--- src/rtl/jsm_pkg.sv ---
package jsm_pkg;

  typedef enum logic [1:0] {
    CMD_RESET = 2'd0,
    CMD_IR    = 2'd1,
    CMD_DR    = 2'd2,
    CMD_SHIFT = 2'd3
  } jsmCmd_t;

  typedef enum logic [1:0] {
    ST_IDLE  = 2'd0,
    ST_SETUP = 2'd1,
    ST_LOW   = 2'd2,
    ST_HIGH  = 2'd3
  } jsmState_t;

  // strobes from control to datapath
  typedef struct packed {
    logic load;     // capture dataIn, count and order
    logic sample;   // take tdo and move the word by one bit
    logic setPins;  // register new tms/tdi values
    logic pinTms;   // tms value to register
    logic pinData;  // tdi comes from the word, else 1
    logic parkTdi;  // force tdi to 1
    logic tckLow;   // drive tck low
    logic tckHigh;  // drive tck high
  } jsmStrobe_t;

endpackage

--- src/rtl/jsm_ctrl.sv ---
module jsm_ctrl
  import jsm_pkg::*;
#(
  parameter int MAX_BITS = 32,
  parameter int CNT_W    = 6,
  parameter int DIV_W    = 8,
  parameter int STEP_W   = 6
) (
  input  logic             clk,
  input  logic             rstN,
  input  logic             start,
  input  logic [1:0]       cmd,
  input  logic [CNT_W-1:0] bitCount,
  input  logic             endShift,
  input  logic             retIdle,
  input  logic [DIV_W-1:0] divCfg,
  output jsmStrobe_t       strobe,
  output logic             busy,
  output logic             done
);

  jsmState_t        state;
  jsmCmd_t          cmdReg;
  logic [CNT_W-1:0] nReg;
  logic             endReg;
  logic             idleReg;
  logic [DIV_W-1:0] divReg;
  logic [DIV_W-1:0] phase;
  logic [STEP_W-1:0] stepIdx;
  logic             doneReg;

  function automatic logic stepTms(jsmCmd_t c, int idx, int n, logic e);
    case (c)
      CMD_RESET: return idx < 5;
      CMD_IR:    return idx < 2;
      CMD_DR:    return idx == 0;
      default: begin
        if (idx < n) return e && (idx == n - 1);
        return idx == n;   // update step high, idle step low
      end
    endcase
  endfunction

  function automatic logic stepData(jsmCmd_t c, int idx, int n);
    return (c == CMD_SHIFT) && (idx < n);
  endfunction

  function automatic int lastOf(jsmCmd_t c, int n, logic e, logic r);
    case (c)
      CMD_RESET: return 5;
      CMD_IR:    return 3;
      CMD_DR:    return 2;
      default:   return n - 1 + (e ? (r ? 2 : 1) : 0);
    endcase
  endfunction

  logic    isIdle;
  jsmCmd_t effCmd;
  int      effN;
  logic    countOk;
  logic    rejectNow;
  logic    phaseEnd;
  logic    lastStep;
  int      nextIdx;

  always_comb begin
    isIdle    = (state == ST_IDLE);
    effCmd    = isIdle ? jsmCmd_t'(cmd) : cmdReg;
    effN      = isIdle ? int'(bitCount) : int'(nReg);
    countOk   = (bitCount != '0) && (int'(bitCount) <= MAX_BITS);
    rejectNow = (jsmCmd_t'(cmd) == CMD_SHIFT) && !countOk;
    phaseEnd  = (phase == divReg - DIV_W'(1));
    lastStep  = (int'(stepIdx) == lastOf(cmdReg, int'(nReg), endReg, idleReg));
    nextIdx   = isIdle ? 0 : int'(stepIdx) + 1;
  end

  always_comb begin
    strobe = '0;
    case (state)
      ST_IDLE: begin
        if (start && !rejectNow) begin
          strobe.load    = (effCmd == CMD_SHIFT);
          strobe.setPins = 1'b1;
          strobe.pinTms  = stepTms(effCmd, 0, effN, endShift);
          strobe.pinData = stepData(effCmd, 0, effN);
        end
      end
      ST_SETUP: strobe.tckLow = 1'b1;
      ST_LOW:   strobe.tckHigh = phaseEnd;
      ST_HIGH: begin
        if (phaseEnd) begin
          strobe.sample = stepData(cmdReg, int'(stepIdx), effN);
          if (lastStep) begin
            strobe.parkTdi = 1'b1;
          end else begin
            strobe.setPins = 1'b1;
            strobe.pinTms  = stepTms(cmdReg, nextIdx, effN, endReg);
            strobe.pinData = stepData(cmdReg, nextIdx, effN);
          end
        end
      end
      default: strobe = '0;
    endcase
  end

  always_ff @(posedge clk or negedge rstN) begin
    if (!rstN) begin
      state   <= ST_IDLE;
      cmdReg  <= CMD_RESET;
      nReg    <= '0;
      endReg  <= 1'b0;
      idleReg <= 1'b0;
      divReg  <= DIV_W'(1);
      phase   <= '0;
      stepIdx <= '0;
      doneReg <= 1'b0;
    end else begin
      doneReg <= 1'b0;
      case (state)
        ST_IDLE: begin
          if (start) begin
            if (rejectNow) begin
              doneReg <= 1'b1;
            end else begin
              state   <= ST_SETUP;
              cmdReg  <= jsmCmd_t'(cmd);
              nReg    <= bitCount;
              endReg  <= endShift;
              idleReg <= retIdle;
              divReg  <= (divCfg == '0) ? DIV_W'(1) : divCfg;
              stepIdx <= '0;
            end
          end
        end
        ST_SETUP: begin
          state <= ST_LOW;
          phase <= '0;
        end
        ST_LOW: begin
          if (phaseEnd) begin
            state <= ST_HIGH;
            phase <= '0;
          end else begin
            phase <= phase + DIV_W'(1);
          end
        end
        ST_HIGH: begin
          if (phaseEnd) begin
            phase <= '0;
            if (lastStep) begin
              state   <= ST_IDLE;
              doneReg <= 1'b1;
            end else begin
              state   <= ST_SETUP;
              stepIdx <= stepIdx + STEP_W'(1);
            end
          end else begin
            phase <= phase + DIV_W'(1);
          end
        end
        default: state <= ST_IDLE;
      endcase
    end
  end

  assign busy = !isIdle;
  assign done = doneReg;

  AST_PHASE_BOUND: assert property (@(posedge clk) disable iff (!rstN)
    (state == ST_LOW || state == ST_HIGH) |-> (phase < divReg));
  AST_DONE_WHEN_IDLE: assert property (@(posedge clk) disable iff (!rstN)
    doneReg |-> (state == ST_IDLE));
  AST_DONE_SINGLE: assert property (@(posedge clk) disable iff (!rstN)
    (doneReg && !start) |=> !doneReg);

endmodule

--- src/rtl/jsm_datapath.sv ---
module jsm_datapath
  import jsm_pkg::*;
#(
  parameter int MAX_BITS = 32,
  parameter int CNT_W    = 6
) (
  input  logic                clk,
  input  logic                rstN,
  input  jsmStrobe_t          strobe,
  input  logic [MAX_BITS-1:0] dataIn,
  input  logic [CNT_W-1:0]    bitCount,
  input  logic                msbFirst,
  input  logic                tdo,
  output logic                tck,
  output logic                tms,
  output logic                tdi,
  output logic [MAX_BITS-1:0] wordOut
);

  logic [MAX_BITS-1:0] word;
  logic [CNT_W-1:0]    cntReg;
  logic                msbReg;

  logic [CNT_W-1:0]    effCnt;
  logic                effMsb;
  logic [MAX_BITS-1:0] maskVec;
  logic [MAX_BITS-1:0] topBit;
  logic [MAX_BITS-1:0] shifted;
  logic [MAX_BITS-1:0] wordNext;
  logic                driveBit;

  always_comb begin
    effCnt = strobe.load ? bitCount : cntReg;
    effMsb = strobe.load ? msbFirst : msbReg;
    for (int i = 0; i < MAX_BITS; i++) begin
      maskVec[i] = (i < int'(effCnt));
      topBit[i]  = (i == int'(effCnt) - 1);
    end
    if (effMsb)
      shifted = ((word << 1) & maskVec) | {{(MAX_BITS-1){1'b0}}, tdo};
    else
      shifted = (word >> 1) | (topBit & {MAX_BITS{tdo}});
    if (strobe.load)
      wordNext = dataIn & maskVec;
    else if (strobe.sample)
      wordNext = shifted;
    else
      wordNext = word;
    driveBit = effMsb ? |(wordNext & topBit) : wordNext[0];
  end

  always_ff @(posedge clk or negedge rstN) begin
    if (!rstN) begin
      word   <= '0;
      cntReg <= '0;
      msbReg <= 1'b0;
    end else begin
      word <= wordNext;
      if (strobe.load) begin
        cntReg <= bitCount;
        msbReg <= msbFirst;
      end
    end
  end

  always_ff @(posedge clk or negedge rstN) begin
    if (!rstN) begin
      tck <= 1'b1;
      tms <= 1'b1;
      tdi <= 1'b1;
    end else begin
      if (strobe.tckLow)  tck <= 1'b0;
      if (strobe.tckHigh) tck <= 1'b1;
      if (strobe.setPins) begin
        tms <= strobe.pinTms;
        tdi <= strobe.pinData ? driveBit : 1'b1;
      end else if (strobe.parkTdi) begin
        tdi <= 1'b1;
      end
    end
  end

  assign wordOut = word;

  AST_PINS_FROZEN_LOW: assert property (@(posedge clk) disable iff (!rstN)
    (!tck && !$past(tck)) |-> ($stable(tms) && $stable(tdi)));
  AST_PINS_SETUP: assert property (@(posedge clk) disable iff (!rstN)
    $fell(tck) |-> ($stable(tms) && $stable(tdi)));

endmodule

--- src/rtl/jtag_shift_master.sv ---
module jtag_shift_master
  import jsm_pkg::*;
#(
  parameter int MAX_BITS = 32,
  parameter int DIV_W    = 8,
  localparam int CNT_W   = $clog2(MAX_BITS + 1),
  localparam int STEP_W  = $clog2(MAX_BITS + 3)
) (
  input  logic                clk,
  input  logic                rstN,
  input  logic [DIV_W-1:0]    divCfg,
  input  logic                start,
  input  logic [1:0]          cmd,
  input  logic [MAX_BITS-1:0] dataIn,
  input  logic [CNT_W-1:0]    bitCount,
  input  logic                msbFirst,
  input  logic                endShift,
  input  logic                retIdle,
  output logic                busy,
  output logic                done,
  output logic [MAX_BITS-1:0] dataOut,
  output logic                tck,
  output logic                tms,
  output logic                tdi,
  input  logic                tdo
);

  jsmStrobe_t strobe;

  jsm_ctrl #(
    .MAX_BITS(MAX_BITS), .CNT_W(CNT_W), .DIV_W(DIV_W), .STEP_W(STEP_W)
  ) u_ctrl (
    .clk(clk), .rstN(rstN), .start(start), .cmd(cmd),
    .bitCount(bitCount), .endShift(endShift), .retIdle(retIdle),
    .divCfg(divCfg), .strobe(strobe), .busy(busy), .done(done)
  );

  jsm_datapath #(
    .MAX_BITS(MAX_BITS), .CNT_W(CNT_W)
  ) u_data (
    .clk(clk), .rstN(rstN), .strobe(strobe), .dataIn(dataIn),
    .bitCount(bitCount), .msbFirst(msbFirst), .tdo(tdo),
    .tck(tck), .tms(tms), .tdi(tdi), .wordOut(dataOut)
  );

  AST_TCK_HIGH_IDLE: assert property (@(posedge clk) disable iff (!rstN)
    !busy |-> tck);
  AST_REJECT_QUIET: assert property (@(posedge clk) disable iff (!rstN)
    (start && !busy && cmd == 2'd3 && bitCount == '0) |=> (done && !busy && tck));

endmodule

--- config.mk ---
export PLATFORM = sky130hd
export DESIGN_NAME = jtag_shift_master
export DESIGN_NICKNAME = d
export VERILOG_FILES = /design/src/rtl/jsm_pkg.sv /design/src/rtl/jsm_ctrl.sv /design/src/rtl/jsm_datapath.sv /design/src/rtl/jtag_shift_master.sv
export SDC_FILE = /design/constraint.sdc
export NUM_CORES = 1
export LEC_CHECK = 0
export BUFFER_PORTS_ARGS = -buffer_cell sky130_fd_sc_hd__clkbuf_2
export CORE_UTILIZATION = 40
export CTS_CLUSTER_DIAMETER = 80
export DETAILED_ROUTE_END_ITERATION = 8
export SYNTH_ARGS = -nofsm -noshare
export SYNTH_HDL_FRONTEND = slang
export SYNTH_HIERARCHICAL = 1
export SYNTH_SLANG_ARGS = --single-unit
export TNS_END_PERCENT = 10
--- constraint.sdc ---
create_clock -name clk -period 6.81 [get_ports clk]
set_input_delay 0.681 -clock clk [delete_from_list [all_inputs] [get_ports clk]]
set_output_delay 0.681 -clock clk [all_outputs]
set_load 0.01 [all_outputs]
# Word-level counts from Yosys, hierarchy flattened
# Index checks and enable logic that the tools add are counted.
classes:
  order_cmp: 38
  n_reduce_logical: 31
  eq_ne: 50
  add_sub_neg: 8
  mux: 61
  bitwise_logic: 7
ops:
  columns: ["cell", "n"]
  rows:
  - ["$eq A6 B32 Y1 const A", 16]
  - ["$eq A5 B32 Y1 const A", 8]
  - ["$mux W32", 5]
  - ["$and A32 B32 Y32", 4]
  - ["$eq A4 B32 Y1 const A", 4]
  - ["$logic_not A32 Y1", 4]
  - ["$lt A5 B6 Y1 const A", 16]
  - ["$pmux W32 S3", 1]
  - ["$eq A3 B32 Y1 const A", 2]
  - ["$eq A32 B32 Y1", 2]
  - ["$lt A4 B6 Y1 const A", 8]
  - ["$mux W6", 6]
  - ["$add A32 B32 Y32", 1]
  - ["$eq A2 B32 Y1 const A", 1]
  - ["$eq A7 B32 Y1", 1]
  - ["$lt A1 B32 Y1 const A", 1]
  - ["$lt A32 B3 Y1 const B", 1]
  - ["$lt A32 B32 Y1", 1]
  - ["$lt A32 B4 Y1 const B", 1]
  - ["$lt A7 B32 Y1", 1]
  - ["$mux W1", 32]
  - ["$or A31 B32 Y32", 1]
  - ["$or A32 B1 Y32", 1]
  - ["$reduce_or A32 Y1", 1]
  - ["other kinds (37)", 76]
totals:
  reg_bits: 77
  elab_cells: 210
  inputBits: 55

# Depth between registers and ports, before layout
depth:
  ltp_word: 21
  ltp_mapped: 23

# Modules after synthesis
# Netlist, hierarchy kept.
modules_own_cells:
  columns: ["mod", "area_per_inst_um2", "seq_area_each_um2", "n_inst", "cells_per_inst"]
  rows:
  - ["jsm_datapath", 4152.7, 1054.8, 1, 556]
  - ["jsm_ctrl", 3462.1, 877.1, 1, 393]

# Worst setup path after synthesis
# No wires, ideal clock.
synth_path:
  path_kind: "reg2reg"
  from: "register u_ctrl.state[0]"
  to: "register u_data.tdi"
  path_slack_ns: 1.859
  arrival_time_ns: 4.873
  path_buffers: 6
  setup_time_ns: 0.077
  stages_incl_launch_ff: 23
  cell_sequence: "dfrtp_1 inv_1 ha_1 clkbuf_1 clkbuf_1 mux2i_1 ha_1 o21a_1 o21a_1 o21a_1 o21a_1 o21ai_0 and4b_1 clkbuf_1 buf_2 buf_2 buf_1 o21ai_0 a21oi_1 nand3_1 a41oi_1 o31ai_2 a31oi_1"
synth_lines:
  columns: ["element", "line", "rtl"]
  rows:
  - ["from (decl)", "jsm_ctrl.sv:22", "jsmState_t state;"]
  - ["from (signal assigned)", "jsm_ctrl.sv:108", "state <= ST_IDLE;"]
  - ["from (signal assigned)", "jsm_ctrl.sv:125", "state <= ST_SETUP;"]
  - ["from (signal assigned)", "jsm_ctrl.sv:136", "state <= ST_LOW;"]
  - ["to (signal assigned)", "jsm_datapath.sv:76", "tdi <= strobe.pinData ? driveBit : 1'b1;"]
  - ["to (decl)", "jsm_datapath.sv:16", "output logic tdi,"]

==> out/results.tsv <==
stage	metric	value	unit
outcome	status	complete, no violations	
logic_synthesis	synth-async-reset-ratio	100.0	%
sta	setup_tns	0	ps
global_route	grt_pass1_wl	45.44	mm
die	initial_utilization	40.71	%
logic_synthesis	synth_nets	1035	
sta	maxSlewHeadroom	36.46	%
global_route	track_usage	30.33	%
sta	tightest_slew	926.6	ps
clock_network	htreeDepth	3	
global_route	grt_pass1_vias	7584	
power_and_ir_drop	leakagePower	3.685	nW
logic_synthesis	ys_seq_area_share	25.37	%
sta	setup_ws	1118	ps
setup_path	cp-start-kind	flop	
setup_path	cp_top_family	compound AO/OA/AOI/OAI gates	
sta	setup_violations	0	
logic_synthesis	synth_area	7615	um2
placement	dp_slack	1282	ps
clock_network	cts.repair.resized	0	
sta	fin_worst_skew	5.786	ps
clock_network	numClockSinks	77	
sta	hold_violations	0	
drt	drt-initial-drc-count	1152	
drt	postRouteAntennaNets	0	
clock_network	clockBufferDepth	2	
layout	antenna_cells	0	
drt	wire_per_inst	23.66	um
layout	finalNonFillerCells	1249	
setup_path	crit_buf_inv	1	
global_route	antenna_found_initial	0	
sta	period_minus_slack	5692	ps
worst_hold_path	min_path_type	in2async	
setup_path	cp_data_arrival_time	5980	ps
clock_network	worstSkewPairLatency	360	ps
layout	fillers	1878	
die	core_area	18710	um2
setup_path	crit_slowest_cell	nor2b_1	
layout	final_common_cell	clkbuf_2	
logic_synthesis	yosysUniqueCellTypes	99	
logic_synthesis	ys_seq_elements	77	
power_and_ir_drop	power.total	1.056	mW
die	die_x	140.0	um
power_and_ir_drop	power_density	123.4	nW/um2
sta	holdWs	233.6	ps
drt	dr_total_vias	8332	
layout	syn_to_final_growth	12.37	%
run	maxCapViolations	0	
layout	seqCellArea	1932	um2
sta	period_share	83.59	%
clock_network	clk_pin_slew	70	ps
die	die-area	19590	um2
clock_network	cts_setup_buffers	0	
drt	dr.pass1.iters	5	
logic_synthesis	yosys_warnings	6	
logic_synthesis	synthFlopType	dfrtp_1	
placement	globalplace.congestion	1.006	
die	die_h	140.0	um
global_route	grt-ovfl-total	0	
setup_path	path_max_fanout	25	
layout	stdcell_area	8557	um2
placement	io_buffers	91	
placement	dp_hpwl	22.14	mm
logic_synthesis	synth_cells	949	
clock_network	cts_root_buf	clkbuf_16	
layout	finalNetCount	1096	
global_route	grt_max_degree	54	
drt	drc	0	
sta	rsz0062_at_grt	no	
sta	drv_slew	0	
layout	drive_gt1_share	18.52	%
setup_path	endpoint_kind	flop	
setup_path	critPathKind	reg2reg	
placement	placed_cell_area	8233	um2
power_and_ir_drop	peakVddDrop	0.1175	mV
drt	wl	29.55	mm
layout	fin_util	45.75	%
sta	clock.fmax	175.7	MHz
logic_synthesis	synth_edf_count	0	
placement	post-place-cells	1233	
layout	multiInputGateArea	5299	um2
die	num_rows	50	
drt	vias_per_cell	6.671	
logic_synthesis	postSynthAreaPerCell	8.024	um2
setup_path	cpPeakStageDelay	830	ps
clock_network	cts_buffers	9	
setup_path	cpMostUsedCell	o21a_1	
clock_network	cts_tree	built	
layout	mostFrequentLayoutCells	90 x clkbuf_2, 85 x nand2_1, 75 x nor2_1	
setup_path	crit_chain	inv_1 -> ha_1 -> mux2i_1 -> ha_1 -> o21a_1 -> o21a_1 -> o21a_1 -> o21a_1 -> o21ai_0 -> and4b_2 -> nor2b_1 -> a221o_1 -> a22oi_1 -> o41ai_1 -> o2bb2ai_1 -> a221oi_1 -> o2111a_1 -> a31oi_1	
die	ios	92	
setup_path	required	7090	ps
clock_network	holdBufCountCts	0	
## registers in the layout, summed over array words and instances (netlist names)
signal,cells
u_ctrl/cmdReg,2
u_ctrl/divReg,8
u_ctrl/done,1
u_ctrl/endReg,1
u_ctrl/idleReg,1
u_ctrl/nReg,6
u_ctrl/phase,8
u_ctrl/state,2
u_ctrl/stepIdx,6
u_data/cntReg,6
u_data/msbReg,1
u_data/tck,1
u_data/tdi,1
u_data/tms,1
u_data/wordOut,32
## routing by layer
metal / part of all wire (%) / track usage, %
met5: 0 / 0
met4: 3.7 / 13.94
met3: 9.8 / 5.265
met2: 42 / 43.29
met1: 44 / 44.20
## power by group
group | switching [mW] | internal [mW]
sequential | 0 | 0.457
clock | 0.216 | 0.323
combinational | 0.0408 | 0.0186
total | 0.257 | 0.799
## kinds of logic (layout without fill, tap and decap cells)
logic type	after synthesis	after routing	synth area share, %
AND/OR/NAND/NOR	370	370	25.88
flip-flops	77	77	25.37
buffers and inverters	91	157	5.159
adder cells (fa/ha/maj)	31	31	5.192
XOR/XNOR	29	29	3.533
multiplexers	33	33	4.847
AO/OA/AOI/OAI	318	318	30.02
## cell usage after synthesis (13+ instances only)
library cell,count,area share [%]
a31oi_1,18,1.5
o22ai_1,18,1.5
mux2_2,13,1.9
buf_2,20,1.3
dfrtp_1,73,24
mux2i_1,15,2.0
nor2b_1,21,1.7
nor4_1,14,1.2
a211oi_1,15,1.5
nor2_1,76,3.7
clkbuf_1,30,1.5
nor3_1,35,2.3
ha_1,30,4.9
nand2_1,85,4.2
xnor2_1,18,2.1
a21oi_1,45,3.0
nand3_1,29,1.9
inv_1,27,1.3
o21ai_0,59,3.9
o211ai_1,15,1.5
## cell type report
| class | instances | area share (%) |
|---|---|---|
| well taps | 234 | 3.422 |
| repair buffers | 108 | 6.843 |
| flip-flops and latches | 77 | 22.58 |
| inverters | 33 | 1.448 |
| clock inverters | 7 | 1.155 |
| clock buffers | 9 | 2.632 |
| multi-input cells | 781 | 61.92 |
## path summary, 6_finish.rpt
path / start / depth (start not counted) / slack, ps / endpoint
max: u_ctrl/state[0] / 18 / 1120 / u_data/tdi
min: rstN / 1 / 230 / u_data/wordOut[26]
max reg2reg: u_ctrl/state[0] / 18 / 1120 / u_data/tdi
min reg2reg: u_ctrl/divReg[7] / 1 / 530 / u_ctrl/divReg[7]
max in group asynchronous: rstN / 2 / 5550 / u_ctrl/stepIdx[4]
min in group clk: u_ctrl/divReg[7] / 1 / 530 / u_ctrl/divReg[7]
Note: power is estimated with default switching activity, not from simulation.
